**config.mk**
```make
export PLATFORM = sky130hd
export DESIGN_NAME = sensor_snapshot_bank
export DESIGN_NICKNAME = d
export VERILOG_FILES = /design/src/rtl/ssb_pkg.sv /design/src/rtl/ssb_addr_decode.sv /design/src/rtl/ssb_channel.sv /design/src/rtl/ssb_read_mux.sv /design/src/rtl/sensor_snapshot_bank.sv
export SDC_FILE = /design/constraint.sdc
export NUM_CORES = 1
export LEC_CHECK = 0
export BUFFER_PORTS_ARGS = -buffer_cell sky130_fd_sc_hd__buf_2
export CAP_MARGIN = 20
export CORE_MARGIN = 10
export CORE_UTILIZATION = 54
export CTS_CLUSTER_SIZE = 16
export DETAILED_ROUTE_END_ITERATION = 16
export PLACE_DENSITY = 0.86
export SYNTH_ARGS = -nofsm -noshare
export SYNTH_HDL_FRONTEND = slang
export SYNTH_SLANG_ARGS = --single-unit
```
**constraint.sdc**
```tcl
create_clock -name clk -period 1.8 [get_ports clk]
set_input_delay 0.36 -clock clk [delete_from_list [all_inputs] [get_ports clk]]
set_output_delay 0.36 -clock clk [all_outputs]
set_load 0.02 [all_outputs]
```
**src/rtl/ssb_pkg.sv**
```systemverilog
package ssb_pkg;
  localparam int SMP_W  = 10;
  localparam int MSB_W  = 8;
  localparam int LSB_W  = SMP_W - MSB_W;
  localparam int ADDR_W = 8;

  typedef logic [SMP_W-1:0] sample_t;
  typedef logic [MSB_W-1:0] byte_t;

  localparam byte_t FAULT_CODE = 8'h80;

  function automatic byte_t msb_of(sample_t s);
    return s[SMP_W-1:LSB_W];
  endfunction

  function automatic logic [LSB_W-1:0] lsb_of(sample_t s);
    return s[LSB_W-1:0];
  endfunction

  // which low-bits byte carries channel ch
  function automatic int ext_slot(int ch);
    return (ch * LSB_W) / MSB_W;
  endfunction

  function automatic int ext_count(int n_ch);
    return (n_ch * LSB_W + MSB_W - 1) / MSB_W;
  endfunction

  function automatic sample_t temp_reset();
    return {FAULT_CODE, {LSB_W{1'b0}}};
  endfunction
endpackage

```
**src/rtl/ssb_addr_decode.sv**
```systemverilog
module ssb_addr_decode
  import ssb_pkg::*;
#(
  parameter int N_CH  = 8,
  parameter int N_EXT = 2,
  parameter logic [ADDR_W-1:0] MSB_BASE = 8'h20,
  parameter logic [ADDR_W-1:0] EXT_BASE = 8'h76
) (
  input  logic              rd_en,
  input  logic [ADDR_W-1:0] rd_addr,
  output logic [N_CH-1:0]   msb_hit,
  output logic [N_EXT-1:0]  ext_hit,
  output logic              unmapped
);
  for (genvar i = 0; i < N_CH; i++) begin : g_msb
    assign msb_hit[i] = rd_en && (rd_addr == ADDR_W'(MSB_BASE + i));
  end

  for (genvar j = 0; j < N_EXT; j++) begin : g_ext
    assign ext_hit[j] = rd_en && (rd_addr == ADDR_W'(EXT_BASE + j));
  end

  assign unmapped = rd_en && !(|msb_hit) && !(|ext_hit);
endmodule

```
**src/rtl/ssb_channel.sv**
```systemverilog
module ssb_channel
  import ssb_pkg::*;
#(
  parameter sample_t RST_VAL = '0
) (
  input  logic    clk,
  input  logic    rst_n,
  input  logic    smp_valid,
  input  sample_t smp_data,
  input  logic    freeze_req,
  input  logic    release_req,
  output sample_t held,
  output logic    frozen
);
  logic take;

  // a strobe is dropped while frozen or on the edge that freezes
  assign take = smp_valid && !frozen && !freeze_req;

  always_ff @(posedge clk or negedge rst_n) begin
    if (!rst_n) begin
      held   <= RST_VAL;
      frozen <= 1'b0;
    end else begin
      if (take) held <= smp_data;
      if (freeze_req)       frozen <= 1'b1;
      else if (release_req) frozen <= 1'b0;
    end
  end
endmodule

```
**src/rtl/ssb_read_mux.sv**
```systemverilog
module ssb_read_mux
  import ssb_pkg::*;
#(
  parameter int N_CH  = 8,
  parameter int N_EXT = 2
) (
  input  logic                  clk,
  input  logic                  rst_n,
  input  logic                  rd_en,
  input  logic [N_CH*SMP_W-1:0] held_flat,
  input  logic [N_CH-1:0]       msb_hit,
  input  logic [N_EXT-1:0]      ext_hit,
  output byte_t                 rd_data
);
  logic [N_EXT*MSB_W-1:0] ext_flat;
  byte_t                  nxt;

  always_comb begin
    ext_flat = '0;
    for (int ch = 0; ch < N_CH; ch++)
      ext_flat[ch*LSB_W +: LSB_W] = lsb_of(held_flat[ch*SMP_W +: SMP_W]);
  end

  always_comb begin
    nxt = '0;
    for (int ch = 0; ch < N_CH; ch++)
      if (msb_hit[ch]) nxt = nxt | msb_of(held_flat[ch*SMP_W +: SMP_W]);
    for (int j = 0; j < N_EXT; j++)
      if (ext_hit[j]) nxt = nxt | ext_flat[j*MSB_W +: MSB_W];
  end

  always_ff @(posedge clk or negedge rst_n) begin
    if (!rst_n)     rd_data <= '0;
    else if (rd_en) rd_data <= nxt;
  end
endmodule

```
**src/rtl/sensor_snapshot_bank.sv**
```systemverilog
module sensor_snapshot_bank
  import ssb_pkg::*;
#(
  parameter int N_VOLT = 5,
  parameter int N_TEMP = 3,
  parameter logic [ADDR_W-1:0] MSB_BASE = 8'h20,
  parameter logic [ADDR_W-1:0] EXT_BASE = 8'h76
) (
  input  logic                           clk,
  input  logic                           rst_n,
  input  logic [N_VOLT+N_TEMP-1:0]       smp_valid,
  input  logic [(N_VOLT+N_TEMP)*10-1:0]  smp_data,
  input  logic                           rd_en,
  input  logic [7:0]                     rd_addr,
  output logic [7:0]                     rd_data,
  output logic [N_TEMP-1:0]              temp_fault
);
  localparam int N_CH  = N_VOLT + N_TEMP;
  localparam int N_EXT = ext_count(N_CH);

  // named internal events, visible to the bound checker
  logic [N_CH-1:0]       msb_hit;
  logic [N_EXT-1:0]      ext_hit;
  logic                  unmapped;
  logic [N_CH-1:0]       frozen;
  logic [N_CH*SMP_W-1:0] held_flat;

  ssb_addr_decode #(
    .N_CH(N_CH), .N_EXT(N_EXT), .MSB_BASE(MSB_BASE), .EXT_BASE(EXT_BASE)
  ) u_dec (
    .rd_en(rd_en), .rd_addr(rd_addr),
    .msb_hit(msb_hit), .ext_hit(ext_hit), .unmapped(unmapped)
  );

  for (genvar i = 0; i < N_CH; i++) begin : g_ch
    localparam int      GRP = ext_slot(i);
    localparam sample_t RV  = (i >= N_VOLT) ? temp_reset() : '0;
    ssb_channel #(.RST_VAL(RV)) u_ch (
      .clk(clk), .rst_n(rst_n),
      .smp_valid(smp_valid[i]),
      .smp_data(smp_data[i*SMP_W +: SMP_W]),
      .freeze_req(ext_hit[GRP]),
      .release_req(msb_hit[i]),
      .held(held_flat[i*SMP_W +: SMP_W]),
      .frozen(frozen[i])
    );
  end

  ssb_read_mux #(.N_CH(N_CH), .N_EXT(N_EXT)) u_mux (
    .clk(clk), .rst_n(rst_n), .rd_en(rd_en),
    .held_flat(held_flat), .msb_hit(msb_hit), .ext_hit(ext_hit),
    .rd_data(rd_data)
  );

  for (genvar t = 0; t < N_TEMP; t++) begin : g_flt
    assign temp_fault[t] =
      (msb_of(held_flat[(N_VOLT+t)*SMP_W +: SMP_W]) == FAULT_CODE);
  end
endmodule

```
Word-level counts from Yosys, hierarchy flattened:

Cells that the tools add are included.

* register bits: 96
* bits of input ports: 99
* output and inout bits: 11
* word-level logic and storage cells: 109

* equality and inequality tests: 13
* mux-type cells: 26
* bitwise gates (word level): 9
* reductions and logical operators: 44

Operators with widths (number)
* 8-bit two-way mux: 10
* 8-bit bitwise OR: 9
* 8-bit by 6-bit equality test with 1-bit output (second input constant): 8
* 1-bit logical AND: 26
* 8-bit equality test (second input constant): 3
* 8-bit by 7-bit equality test with 1-bit output (second input constant): 2
* 1-bit two-way mux: 16
* 2-bit nonzero test: 8
* 1-bit logical NOT: 10

Logic depth before layout (Yosys ltp):

* depth after elaboration: 21
* depth in mapped cells: 7
* depth with buffers taken out: 4

Hierarchy:

From an unflattened synthesis, not the netlist that was laid out.

* cell total of the unflattened synthesis: 316
* area total of the unflattened synthesis: 4310.4 um^2

By module, submodules not included
* ssb_channel at g_ch[0].u_ch ...: times used 5, cells an instance 25, area an instance 424.2 um^2, seq. area each 275.3 um^2
* ssb_channel at g_ch[5].u_ch ...: times used 3, cells an instance 25, area an instance 425.4 um^2, seq. area each 276.5 um^2
* ssb_read_mux: times used 1, cells an instance 83, area an instance 700.7 um^2, seq. area each 200.2 um^2
* ssb_addr_decode: times used 1, cells an instance 24, area an instance 152.6 um^2, seq. area each 0.0 um^2
* sensor_snapshot_bank: times used 1, cells an instance 9, area an instance 60.1 um^2, seq. area each 0.0 um^2

Least setup slack after synthesis:

No wires, ideal clock.

* path kind: input-to-reg
* from: in rd_en
* to: reg g_ch[4].u_ch.held[0]
* setup time: 0.125 ns
* arrival: 1.633 ns
* data required time: 1.675 ns
* path slack: 0.042 ns
* stages: 7
* path buffers: 3
* cell sequence: buf_2 > nand3b_2 > buf_4 > nor3_4 > nor3b_2 > buf_6 > mux2_4

* cells in the longest elaborated chain, start to end: 3

RTL lines
* start: declaration: RTL line sensor_snapshot_bank.sv:13 `input logic rd_en,`
* 1-bit logical AND: RTL line ssb_addr_decode.sv:20 `assign ext_hit[j] = rd_en && (rd_addr == ADDR_W'(EXT_BASE + j));`
* 1-bit logical NOT: RTL line ssb_channel.sv:18 `assign take = smp_valid && !frozen && !freeze_req;`
* 1-bit logical AND: RTL line ssb_channel.sv:18
* end signal: assignment: RTL line ssb_channel.sv:25 `if (take) held <= smp_data;`
* end: declaration: RTL line ssb_channel.sv:12 `output sample_t held,`

No other way between the ends.
A chain may end at the register's enable or synchronous reset.

Final worst setup path:

* from: reg g_ch[6].u_ch.held[6]
* to: out temp_fault[1]

* cells in the longest elaborated chain, start to end: 1

RTL lines
* start: declaration: RTL line ssb_channel.sv:12
* start signal: assignment: RTL line ssb_channel.sv:25
* 8-bit equality test: RTL line sensor_snapshot_bank.sv:57 `(msb_of(held_flat[(N_VOLT+t)*SMP_W +: SMP_W]) == FAULT_CODE);`
* end: declaration: RTL line sensor_snapshot_bank.sv:16 `output logic [N_TEMP-1:0] temp_fault`

No other way between the ends.

==> flow_summary.yaml <==
synthesis:
  yosys_warnings: 0
  synth_top_area_cell: "dfrtp_1"
  mappedNetlistArea_sq_um: 4730
  syn_avg_cell_area_sq_um: 13.4
  synth_top_area_share_pct: 49.2
  synth.area.top_cells: "dfrtp_1 49%, mux2_4 13%, mux2_1 10%, mux2i_1 3.0%, dfstp_2 1.7%"
  synthFlopType: "dfrtp_1"
  ys_ff_latch: 96
  syn_inst: 353
  async_flop_share_pct: 100
  synth_edf_count: 0
  synthDistinctLibCells: 54
  synth-seq-area-share_pct: 50.8
  synth_nets: 452
routing:
  drt_iter0_drc: 188
  wl_met3_microns: 815
  vias_per_cell: 5.77
  wl_met1_mm: 5.60
  drc: 0
  totalWireLength_mm: 13.0
  detail-route-antenna-nets: 0
  dr_wl_met2_mm: 6.36
  drt_first_pass_iters: 4
  vias: 3451
  wl_per_cell_microns: 21.8
  top_layer: "met4"
sta:
  fin_worst_skew_ns: 0.0110
  hold_viol: 0
  max_freq_mhz: 556
  rsz0062_at_grt: "yes"
  slew_headroom_pct: 51.1
  slew_violations: 0
  setup_viol: 0
  worst_pin_slew_ns: 0.732
  worst_hold_slack_ns: 0.198
  fin_crit_ns: 1.80
  period_share_pct: 99.9
critical_path:
  max_stage_delay_ns: 0.45
  crit_arrival_ns: 1.44
  required_ns: 1.44
  crit_type: "register to output pin"
  setup.worst_path.end_class: "output pin"
  worstPathCellList: "nor4_2 > and4b_1 > buf_6"
  crit_family: "simple AND/OR/NAND/NOR gates"
  critPathBufInv: 1
  reg2reg_setup_slack_ns: 0.23
  critPathSlowestCell: "dfrtp_1"
  path_max_fanout: 3
  startpoint_type: "register"
clock_network:
  clock_latency_ns: 0.37
  cts_buffers: 9
  clock_path_buffers: 2
  cts.clk_slew.worst_paths_ns: 0.10
  cts_max_level: 3
  cts_tree: "yes"
  cts.sinks: 96
  cts-root-buf: "clkbuf_8"
pwr:
  combinationalPowerShare_pct: 20.4
  seq_power_share_pct: 50.2
  ir_worst_vdd_v: 0.000646
  p_clk_share_pct: 29.4
  switching_share_pct: 26.7
  intPower_mw: 4.22
  p_switching_mw: 1.54
  leakagePower_nw: 2.77
  power_density_nw_per_um2: 981
floorplan:
  die-area_sq_um: 12900
  design.portCount: 110
  die_w_microns: 114
  fp-row-count: 34
  dieHeight_microns: 114
  core_area_sq_um: 8640
  start_util_pct: 54.8
place:
  post-dp-hpwl_mm: 10.2
  io_buffers: 109
  place_congestion: 0.866
  dpl-instance-area_sq_um: 5560
  dp_cells: 581
global_route:
  grt_max_degree: 32
  grt_usage_pct: 20.3
  grt_pass1_vias: 3931
  antenna_found_initial: 0
  grt_pass1_wl_mm: 20.8
  grt_overflow: 0
final_layout:
  fillCellCount: 671
  multi_input_area_sq_um: 2230
  diodes: 0
  final_cells: 598
  fin_nets: 585
  post-route-cell-area_sq_um: 5870
  areaGrowthSynthToFinish_pct: 24.0
  drive_above_1_share_pct: 44.5
  seqCellArea_sq_um: 2410
job:
  cap_viol_max_count: 0
outcome:
  status: "completed"
min_path:
  min_path_type: "input port to register"
[power by group through the flow]
stage	Sequential [mW]	Clock (mW)	Combinational (mW)
global placement	2.90	0	1.09
CTS	2.89	1.71	1.18
global route	2.93	1.79	1.27
finish	2.89	1.69	1.17
floorplan	2.78	0	0.780
detailed placement	2.91	0	1.15
[what timing repair did]
item                       4_1_cts  5_1_grt
hold buffers                     1        0
setup buffers                    1        0
resized for setup                3        8
hold endpoints to repair        22        0
setup endpoints to repair        2       54
pin swaps                        0        3
[synthesized netlist by cell type (all sizes together), types with 4 or more instances]
cell and n:
o211ai 4, a21oi 5, nor2 16, nor3 4, nand2 15, a31oi 5, and2 4, nand3 11
dfrtp 93, inv 5, buf 15, a21o 4, o21ai 12, nor3b 10, mux2 84, mux2i 14
[routing by layer]
layer  up-vias  global-route usage (%)
met1      1747                    25.8
met2       116                    33.1
met3        21                    5.30
met4         0                    5.92
li1       1567                       -
met5         -                       0
[flip-flops by register name, indices dropped and copies added (netlist names)]
signal,cells
g_ch.u_ch.held,80
g_ch.u_ch.frozen,8
u_mux.rd_data,8
[cells in the final DEF (no fill, tap or decap), types with 3 or more instances in the layout]
cell type / synthesis / routed
buf_2: 8 / 106
dfrtp_1: 93 / 93
mux2_1: 42 / 42
mux2_4: 40 / 40
buf_4: 2 / 28
nor2_1: 16 / 16
nand2_1: 15 / 15
mux2i_1: 14 / 14
nand3_1: 11 / 11
clkbuf_8: 0 / 9
o21ai_1: 7 / 7
nor3b_1: 6 / 6
a31oi_1: 5 / 5
o21ai_0: 5 / 5
inv_1: 5 / 5
a21oi_1: 5 / 5
nor3b_4: 0 / 4
o211ai_1: 4 / 4
a21o_1: 4 / 4
nor4_2: 0 / 3
and4b_1: 3 / 3
nor3_4: 3 / 3
nor2b_1: 3 / 3
and2_1: 3 / 3
a22o_1: 3 / 3
and3_1: 3 / 3
mux4_2: 3 / 3
a32oi_1: 3 / 3
bufinv_16: 0 / 3
dfstp_2: 3 / 3
buf_12: 0 / 3
[kinds of logic (layout without fill, tap and decap cells)]
kind of cell / after synthesis / count (layout) / synth area share (%)
compound gates: 53 / 53 / 7.77
flops: 96 / 96 / 50.8
simple gates: 79 / 79 / 10.9
mux: 101 / 101 / 27.6
buf+inv: 24 / 161 / 2.91
[path summary, 6_finish.rpt]
path	from	to	cells past startpoint
hold / removal	smp_data[27]	g_ch[2].u_ch.held[7]$_DFFE_PN0P_	2
min in group asynchronous	rst_n	g_ch[2].u_ch.held[9]$_DFFE_PN0P_	2
setup / recovery	g_ch[6].u_ch.held[6]$_DFFE_PN0P_	temp_fault[1]	3
max in group asynchronous	rst_n	g_ch[7].u_ch.held[9]$_DFFE_PN1P_	3
hold reg to reg	g_ch[1].u_ch.frozen$_DFFE_PN0P_	g_ch[1].u_ch.frozen$_DFFE_PN0P_	1
setup reg to reg	g_ch[5].u_ch.frozen$_DFFE_PN0P_	g_ch[5].u_ch.held[2]$_DFFE_PN0P_	2
[per-stage QoR]
| stage | setup slack [ns] | power, mW | util [%] | TNS (ns) |
|---|---|---|---|---|
| CTS | 0.000171 | 5.77 | 67.5 | 0 |
| detailed placement | -0.362 | 4.06 | 64.3 | -25.94 |
| global placement | -0.316 | 3.99 | 64.3 | -22.69 |
| finish | 0.00136 | 5.76 | 68.0 | 0 |
| floorplan | 0.0418 | 3.56 | - | 0 |
| global route | -0.0497 | 5.99 | 68.0 | -0.111 |
[layout make-up]
type                       instances  share of cell area (%)
sequential                        96                    41.0
multi-input combinational        233                    38.0
timing repair buffer             140                    14.2
tap                              108                    2.30
clock buffer                       9                    2.11
clock inverter                     6                    1.96
inverter                           6                   0.384
No activity file was read; power rests on OpenSTA's default activity.
